### src/rtl/rstb_pkg.sv
package rstb_pkg;
  localparam int unsigned DATA_W = 32;
  localparam int unsigned HALF_W = 16;

  function automatic int lines_per_reg(input bit masked);
    return masked ? HALF_W : DATA_W;
  endfunction

  // Lower half takes new data where the upper-half enable is set.
  function automatic logic [HALF_W-1:0] masked_merge(input logic [HALF_W-1:0] cur,
                                                     input logic [DATA_W-1:0] wd);
    return (cur & ~wd[DATA_W-1:HALF_W]) | (wd[HALF_W-1:0] & wd[DATA_W-1:HALF_W]);
  endfunction
endpackage

### src/rtl/rstb_decode.sv
module rstb_decode #(
  parameter int NUM_REGS = 4,
  parameter int ADDR_W   = 8,
  localparam int IDX_W   = ADDR_W - 2
) (
  input  logic [ADDR_W-1:0]   addr_i,
  input  logic                wr_en_i,
  output logic [IDX_W-1:0]    idx_o,
  output logic                hit_o,
  output logic [NUM_REGS-1:0] sel_o
);
  logic unused_lsb;
  assign unused_lsb = ^addr_i[1:0];
  assign idx_o = addr_i[ADDR_W-1:2];
  assign hit_o = 32'(idx_o) < 32'(NUM_REGS);

  for (genvar k = 0; k < NUM_REGS; k++) begin : g_sel
    assign sel_o[k] = wr_en_i && hit_o && (idx_o == IDX_W'(k));
  end

  always_comb begin
    AST_SEL_ONEHOT: assert ($onehot0(sel_o));
    if (!wr_en_i) AST_IDLE_NO_SEL: assert (sel_o == '0);
  end
endmodule

### src/rtl/rstb_reg.sv
module rstb_reg #(
  parameter bit MASKED = 1'b1,
  localparam int L     = rstb_pkg::lines_per_reg(MASKED)
) (
  input  logic         clk_i,
  input  logic         rst_ni,
  input  logic         wr_i,
  input  logic [31:0]  wr_data_i,
  output logic [L-1:0] bits_o
);
  logic [L-1:0] bits_q;

  if (MASKED) begin : g_masked
    always_ff @(posedge clk_i or negedge rst_ni) begin
      if (!rst_ni)   bits_q <= '0;
      else if (wr_i) bits_q <= rstb_pkg::masked_merge(bits_q, wr_data_i);
    end

    AST_MASK_UNTOUCHED: assert property (@(posedge clk_i) disable iff (!rst_ni)
      wr_i |=> ((bits_q ^ $past(bits_q)) & ~$past(wr_data_i[31:16])) == '0);
    AST_MASK_TAKEN: assert property (@(posedge clk_i) disable iff (!rst_ni)
      wr_i |=> ((bits_q ^ $past(wr_data_i[15:0])) & $past(wr_data_i[31:16])) == '0);
  end else begin : g_plain
    always_ff @(posedge clk_i or negedge rst_ni) begin
      if (!rst_ni)   bits_q <= '0;
      else if (wr_i) bits_q <= wr_data_i[L-1:0];
    end

    AST_PLAIN_REPLACE: assert property (@(posedge clk_i) disable iff (!rst_ni)
      wr_i |=> bits_q == $past(wr_data_i[L-1:0]));
  end

  AST_HOLD_NO_WRITE: assert property (@(posedge clk_i) disable iff (!rst_ni)
    !wr_i |=> $stable(bits_q));

  assign bits_o = bits_q;
endmodule

### src/rtl/rstb_rdmux.sv
module rstb_rdmux #(
  parameter int NUM_REGS = 4,
  parameter int L        = 16,
  parameter int IDX_W    = 6
) (
  input  logic [NUM_REGS*L-1:0] bank_i,
  input  logic [IDX_W-1:0]      idx_i,
  input  logic                  hit_i,
  output logic [31:0]           rd_o
);
  always_comb begin
    rd_o = '0;
    for (int k = 0; k < NUM_REGS; k++) begin
      if (hit_i && idx_i == IDX_W'(k)) rd_o[L-1:0] = bank_i[k*L +: L];
    end
  end
endmodule

### src/rtl/rst_ctrl_bank.sv
module rst_ctrl_bank #(
  parameter bit  MASKED    = 1'b1,
  parameter int  NUM_REGS  = 4,
  parameter int  ADDR_W    = 8,
  localparam int LPR       = rstb_pkg::lines_per_reg(MASKED),
  localparam int NUM_LINES = NUM_REGS * LPR
) (
  input  logic                 clk_i,
  input  logic                 rst_ni,
  input  logic [ADDR_W-1:0]    addr_i,
  input  logic                 wr_en_i,
  input  logic [31:0]          wr_data_i,
  output logic [31:0]          rd_data_o,
  output logic [NUM_LINES-1:0] soft_rst_o
);
  localparam int IDX_W = ADDR_W - 2;

  logic [IDX_W-1:0]    idx;
  logic                hit;
  logic [NUM_REGS-1:0] sel;

  rstb_decode #(.NUM_REGS(NUM_REGS), .ADDR_W(ADDR_W)) u_decode (
    .addr_i(addr_i), .wr_en_i(wr_en_i), .idx_o(idx), .hit_o(hit), .sel_o(sel)
  );

  for (genvar k = 0; k < NUM_REGS; k++) begin : g_reg
    rstb_reg #(.MASKED(MASKED)) u_reg (
      .clk_i(clk_i), .rst_ni(rst_ni), .wr_i(sel[k]),
      .wr_data_i(wr_data_i), .bits_o(soft_rst_o[k*LPR +: LPR])
    );
  end

  rstb_rdmux #(.NUM_REGS(NUM_REGS), .L(LPR), .IDX_W(IDX_W)) u_rdmux (
    .bank_i(soft_rst_o), .idx_i(idx), .hit_i(hit), .rd_o(rd_data_o)
  );

  AST_OOR_READ_ZERO: assert property (@(posedge clk_i) disable iff (!rst_ni)
    (32'(addr_i[ADDR_W-1:2]) >= 32'(NUM_REGS)) |-> rd_data_o == '0);
  AST_OOR_WRITE_HOLD: assert property (@(posedge clk_i) disable iff (!rst_ni)
    (wr_en_i && 32'(addr_i[ADDR_W-1:2]) >= 32'(NUM_REGS)) |=> $stable(soft_rst_o));

  if (MASKED) begin : g_upper_chk
    AST_UPPER_READ_ZERO: assert property (@(posedge clk_i) disable iff (!rst_ni)
      rd_data_o[31:16] == '0);
  end
endmodule

### config.mk
export PLATFORM = sky130hd
export DESIGN_NAME = rst_ctrl_bank
export DESIGN_NICKNAME = d
export VERILOG_FILES = /design/src/rtl/rstb_pkg.sv /design/src/rtl/rstb_decode.sv /design/src/rtl/rstb_reg.sv /design/src/rtl/rstb_rdmux.sv /design/src/rtl/rst_ctrl_bank.sv
export SDC_FILE = /design/constraint.sdc
export NUM_CORES = 1
export LEC_CHECK = 0
export BUFFER_PORTS_ARGS = -buffer_cell sky130_fd_sc_hd__buf_2
export CORE_MARGIN = 10
export CORE_UTILIZATION = 35
export CTS_CLUSTER_DIAMETER = 80
export DETAILED_ROUTE_END_ITERATION = 7
export GPL_TIMING_DRIVEN = 0
export SYNTH_ARGS = -nofsm -noshare
export SYNTH_HDL_FRONTEND = slang
export SYNTH_SLANG_ARGS = --single-unit
### constraint.sdc
create_clock -name clk_i -period 2.4 [get_ports clk_i]
set_input_delay 0.48 -clock clk_i [delete_from_list [all_inputs] [get_ports clk_i]]
set_output_delay 0.48 -clock clk_i [all_outputs]
set_load 0.02 [all_outputs]
==> flow_metrics.env, run 1 <==
export IMPL_min_path_type="in2async"
export IMPL_dp_cells=554
export IMPL_core_area_sq_um=10420
export IMPL_rsz0062_at_grt="false"
export IMPL_root_buffer="clkbuf_8"
export IMPL_wl_per_cell_microns=19.51
export IMPL_clock_skew_ns=0
export IMPL_ant_nets=0
export IMPL_crit_family="simple AND/OR/NAND/NOR gates"
export IMPL_via_per_inst=4.786
export IMPL_portBuffers=119
export IMPL_clk_pin_slew_ns=0.08
export IMPL_yosysWarnings=0
export IMPL_fmax_mhz=430.3
export IMPL_clk_latency_ns=0.32
export IMPL_pin_count=139
export IMPL_synth_area_leader_cell="dfrtp_1"
export IMPL_p_leak_nw=2.382
export IMPL_power_mw=2.850
export IMPL_ys_seq_elements=64
export IMPL_grt_max_degree=65
export IMPL_post_dp_hpwl_microns=8238
export IMPL_async_flop_share_pct=100.0
export IMPL_fin_nets=471
export IMPL_n_fill_cell=999
export IMPL_htree_num_levels=3
export IMPL_cts_buffers=9
export IMPL_cts_tree="done"
export IMPL_crit_slowest_cell="or4_1"
export IMPL_cts_sinks=64
export IMPL_worst_pin_slew_ns=0.8137
export IMPL_cpPeakStageDelay_ns=0.53
export IMPL_grt_pass1_vias=3078
export IMPL_antennaDiodeCount=0
export IMPL_maxSlewHeadroom_pct=45.76
export IMPL_maxCapViolations=0
export IMPL_remaining_drc_errors=0
export IMPL_die_y_microns=124.0
export IMPL_ys_top_cells_by_count="dfrtp_1 (64), mux2_1 (64), nor3_2 (63), buf_4 (19), nand2_1 (17)"
export IMPL_stdcell_count=569
export IMPL_synth_edf_count=0
export IMPL_vias=2723
export IMPL_setup_viol=0
export IMPL_syn_area_per_cell_sq_um=13.34
export IMPL_fp_row_count=37
export IMPL_synth_top_area_share_pct=42.27
export IMPL_drive_gt1_share_pct=57.74
export IMPL_path_buf_inv=4
export IMPL_clockBufferDepth=2
export IMPL_synth_area_sq_um=3789
export IMPL_finish_utilization_pct=46.64
export IMPL_die_x_microns=124.0
export IMPL_grt_pass1_wl_microns=16970
export IMPL_synth_distinct_cells=15
export IMPL_yosysSeqAreaShare_pct=42.27
export IMPL_powerDensity_nw_per_um2=586.7
export IMPL_vdd_ir_drop_max_v=0.0002944
export IMPL_drt_wl_total_microns=11100
export IMPL_syn2layout_area_growth_pct=28.24
export IMPL_dieArea_sq_um=15390
export IMPL_worstPathArrival_ns=1.84
export IMPL_crit_fanout=19
export IMPL_period_minus_slack_ns=2.324
export IMPL_start_kind="input port"
export IMPL_post_cts_setup_buffers=0
export IMPL_start_util_pct=36.37
export IMPL_post_route_period_util_pct=96.83
export IMPL_cp_required_ns=1.92
export IMPL_path_class="in2out"
export IMPL_cp_cell_sequence="buf_2 -> or4_1 -> buf_4 -> buf_6 -> nor2b_2 -> buf_2"
export IMPL_status="finished clean"
export IMPL_synthCells=284
export IMPL_ys_flop_type="dfrtp_1"
export IMPL_drv_slew=0
export IMPL_hold_viol_final=0
export IMPL_endpoint_kind="primary output"
export IMPL_synthTopCellsByArea="dfrtp_1 (42%), mux2_1 (19%), nor3_2 (17%)"
export IMPL_grt_overflow=0
export IMPL_grt_total_usage_pct=14.42
export IMPL_antenna_found_initial=0
export IMPL_dr_pass1_iters=4
export IMPL_gp_congestion=0.7893
export IMPL_path_common_cell="buf_2"
export IMPL_drt_first_iter_violations=115
cells in the final DEF, fill, tap and decap left out, drive strengths merged:
cell type and n:
conb 16, buf 153, bufinv 2, mux4 16, clkinvlp 2, nand2b 2
nor2b 16, clkinv 1, nor3 64, mux2 64, clkbuf 14, or2 1
dfrtp 64, nand2 17, or4 1
per-stage QoR:
stage	cell area [sq um]	hold slack, ns	setup TNS [ns]	setup slack [ns]
2_1_floorplan	3845	0.1844	0	0.09095
6_report	4858	0.2303	0	0.07613
3_3_place_gp	4611	0.4851	-3.391	-0.3855
4_1_cts	4843	0.2658	0	0.006512
3_5_place_dp	4613	0.4929	-3.397	-0.3886
5_1_grt	4858	0.2853	0	0.02743
final cells by class:
| cell class | count | area [sq um] | area share [%] |
|---|---|---|---|
| Multi-Input combinational cell | 197 | 1969 | 40.54 |
| Sequential cell | 64 | 1602 | 32.96 |
| Timing Repair Buffer | 119 | 598.1 | 12.31 |
| Buffer | 37 | 297.8 | 6.129 |
| Tap cell | 136 | 170.2 | 3.502 |
| Clock buffer | 11 | 141.4 | 2.910 |
| Clock inverter | 5 | 80.08 | 1.648 |
layer usage:
layer | vias to the layer above | wire [microns] | track usage, %
met1 | 1347 | 4920 | 18.65
met4 | 0 | 68 | 3.885
met5 | - | 0 | 0
met2 | 96 | 5172 | 22.86
met3 | 5 | 942 | 4.480
li1 | 1275 | - | -
power breakdown:
group | total (mW) | internal (mW) | leakage [nW] | switching, mW
sequential | 1.23 | 1.17 | 0.871 | 0.0626
combinational | 0.579 | 0.225 | 1.41 | 0.354
clock | 1.04 | 0.612 | 0.106 | 0.430
what timing repair did:
action | CTS | global route
hold endpoints to repair | 0 | 0
resized for setup | 5 | 4
setup endpoints to repair | 10 | 9
hold buffers | 0 | 0
kinds of logic (layout without fill, tap and decap cells):
logic type	count (synthesis)	in the layout	share of synthesized area [%]
simple gates	101	101	21.80
mux	80	80	28.53
flops	64	64	42.27
buf+inv	38	172	7.299
other cells	1	16	0.09898
final timing paths:
kind | startpoint | to | slack [ns] | depth (start not counted)
max in group asynchronous | rst_ni | asynchronous set/reset pin | 1.63 | 1
worst min-delay path | rst_ni | asynchronous set/reset pin | 0.23 | 1
worst max-delay path | addr_i[5] | rd_data_o[6] | 0.08 | 6
worst min register to register | flip-flop | flip-flop | 0.50 | 1
worst max register to register | flip-flop | flip-flop | 1.58 | 1
min in group clk_i | wr_data_i[4] | flip-flop | 0.40 | 2
Power figures use the tool's default switching activity.
==> inputs of run 2 (changes only) <==
--- a/config.mk
+++ b/config.mk
@@ -5,6 +5,7 @@
 export SDC_FILE = /design/constraint.sdc
 export NUM_CORES = 1
 export LEC_CHECK = 0
+export ABC_AREA = 1
 export BUFFER_PORTS_ARGS = -buffer_cell sky130_fd_sc_hd__buf_2
 export CORE_MARGIN = 10
 export CORE_UTILIZATION = 35
==> flow_metrics.env, run 2 <==
export IMPL_status="finished clean"
export IMPL_power_mw=2.588
export IMPL_die_y_microns=122.8
export IMPL_grt_overflow=0
export IMPL_start_util_pct=35.80
export IMPL_antennaDiodeCount=0
export IMPL_clk_latency_ns=0.33
export IMPL_core_area_sq_um=10320
export IMPL_synthCells=495
export IMPL_post_dp_hpwl_microns=10110
export IMPL_hold_viol_final=0
export IMPL_remaining_drc_errors=0
export IMPL_endpoint_kind="primary output"
export IMPL_cts_tree="done"
export IMPL_fin_setup_tns_ns=0
export IMPL_portBuffers=103
export IMPL_die_x_microns=122.8
export IMPL_cpPeakStageDelay_ns=0.47
export IMPL_fin_ws_ns=0.03354
export IMPL_start_kind="input port"
export IMPL_ys_seq_elements=64
export IMPL_dieArea_sq_um=15070
export IMPL_worst_pin_slew_ns=0.8529
export IMPL_hold_slack_ns=0.2452
export IMPL_synth_area_sq_um=3696
export IMPL_synth_distinct_cells=20
export IMPL_synth_area_leader_cell="dfrtp_1"
export IMPL_powerDensity_nw_per_um2=550.7
export IMPL_wl_per_cell_microns=18.32
export IMPL_synthTopCellsByArea="dfrtp_1 (43%), nand2_1 (18%), nand3_1 (13%)"
export IMPL_clk_pin_slew_ns=0.07
export IMPL_grt_pass1_vias=3950
export IMPL_path_class="in2out"
export IMPL_async_flop_share_pct=100.0
export IMPL_vias=3987
export IMPL_antenna_found_initial=0
export IMPL_preCtsSetupSlack_ns=-0.1177
export IMPL_dr_pass1_iters=5
export IMPL_yosysWarnings=0
export IMPL_syn2layout_area_growth_pct=27.15
export IMPL_layout_commonest_cell="nand2_1"
export IMPL_maxCapViolations=0
export IMPL_htree_num_levels=3
export IMPL_fmax_mhz=422.6
export IMPL_pin_count=139
export IMPL_drt_first_iter_violations=388
export IMPL_fin_nets=670
export IMPL_vdd_ir_drop_max_v=0.0002304
export IMPL_grt_max_degree=65
export IMPL_grt_total_usage_pct=18.39
export IMPL_drv_slew=0
export IMPL_ant_nets=0
export IMPL_yosysSeqAreaShare_pct=43.33
export IMPL_via_per_inst=5.191
export IMPL_final_cell_mix="nand2_1 (182), buf_2 (127), nand3_1 (98)"
export IMPL_cp_required_ns=1.92
export IMPL_setup_viol=0
export IMPL_worstPathArrival_ns=1.89
export IMPL_min_path_type="in2async"
export IMPL_cts_buffers=9
export IMPL_p_leak_nw=2.596
export IMPL_holdBufCountCts=0
export IMPL_drt_wl_total_microns=14070
export IMPL_synth_most_common_cell="nand2_1"
export IMPL_gp_congestion=0.7990
export IMPL_grt_pass1_wl_microns=21660
export IMPL_syn_area_per_cell_sq_um=7.467
export IMPL_crit_fanout=10
export IMPL_ys_flop_type="dfrtp_1"
export IMPL_ys_top_cells_by_count="nand2_1 (182), nand3_1 (98), dfrtp_1 (64), nand4_1 (61), buf_2 (24)"
export IMPL_cts_sinks=64
export IMPL_crit_slowest_cell="clkbuf_1"
export IMPL_clockBufferDepth=2
export IMPL_clock_skew_ns=0
export IMPL_cp_cell_sequence="buf_2 -> inv_2 -> nor2_2 -> clkbuf_1 -> nand4_1 -> nand4_1 -> buf_2"
export IMPL_period_minus_slack_ns=2.366
export IMPL_fp_row_count=37
export IMPL_synth_top_area_share_pct=43.33
export IMPL_n_fill_cell=1066
export IMPL_post_route_period_util_pct=98.60
export IMPL_root_buffer="clkbuf_8"
export IMPL_synth_edf_count=0
export IMPL_maxSlewHeadroom_pct=43.14
export IMPL_finish_utilization_pct=45.52
export IMPL_drive_gt1_share_pct=30.38
export IMPL_critical_path_startpoint="addr_i[2]"
[run 2: cell count changes after synthesis, moves of 5 or more]
cell	previous run	this run
nand3_1	0	98
nor2b_1	16	0
nand2_1	17	182
nand4_1	0	61
buf_6	7	1
nor2_4	0	5
mux2_1	64	0
buf_2	8	24
nor3_2	63	0
mux4_2	16	0
inv_1	0	9
nor2_2	0	6
[run 2: kinds of logic (layout without fill, tap and decap cells)]
group,count (synthesis),count (layout),synth area share [%]
and+or+nand+nor,360,360,46.11
buffers and inverters,70,192,10.46
DFF,64,64,43.33
other,1,16,0.1015
[run 2: critical path, delay by kind of cell]
family / cells / cell delay, ns
buffers and inverters: 4 / 0.83
and+or+nand+nor: 3 / 0.57
[run 2: layer usage]
metal	track usage, %	vias up	part of all wire (%)
met3	5.693	14	11
met2	29.52	193	47
met1	23.48	1879	41
met5	0	-	0
met4	4.786	0	1.1
li1	-	1901	-
[run 2: repair_timing]
action | CTS | global route
endpoints found under the setup margin | 15 | 10
setup buffers | 0 | 3
pin swaps | 0 | 1
endpoints found under the hold margin | 0 | 0
resized for setup | 5 | 8
[run 2: cell type report]
| cell class | count | area [sq um] | share of cell area [%] |
|---|---|---|---|
| Clock inverter | 2 | 35.03 | 0.7455 |
| Timing Repair Buffer | 106 | 540.5 | 11.50 |
| Buffer | 59 | 356.6 | 7.588 |
| Sequential cell | 64 | 1602 | 34.08 |
| Inverter | 11 | 41.29 | 0.8786 |
| Tap cell | 136 | 170.2 | 3.621 |
| Clock buffer | 14 | 182.7 | 3.887 |
| Multi-Input combinational cell | 376 | 1772 | 37.70 |
[run 2: path summary, 6_finish.rpt]
path / to / slack (ns) / cells past startpoint
worst max-delay path: rd_data_o[2] / 0.03 / 7
worst min-delay path: asynchronous set/reset pin / 0.25 / 1
worst max register to register: flip-flop / 1.73 / 2
worst min register to register: flip-flop / 0.50 / 2
max in group asynchronous: asynchronous set/reset pin / 1.59 / 1
min in group clk_i: flip-flop / 0.42 / 3
[run 2: metrics by stage]
| step | cell area [sq um] | std cells |
|---|---|---|
| 6_report | 4700 | 768 |
| 5_1_grt | 4700 | 768 |
| 4_1_cts | 4668 | 765 |
| 3_5_place_dp | 4441 | 749 |
| 3_3_place_gp | 4438 | 749 |
| 2_1_floorplan | 3752 | 510 |
[run 2: power breakdown]
part | total, mW | leakage, nW | internal [mW] | switching [mW]
logic | 0.398 | 1.60 | 0.114 | 0.284
clock network | 1.02 | 0.113 | 0.593 | 0.430
registers | 1.17 | 0.883 | 1.13 | 0.0411
total | 2.59 | 2.60 | 1.83 | 0.755
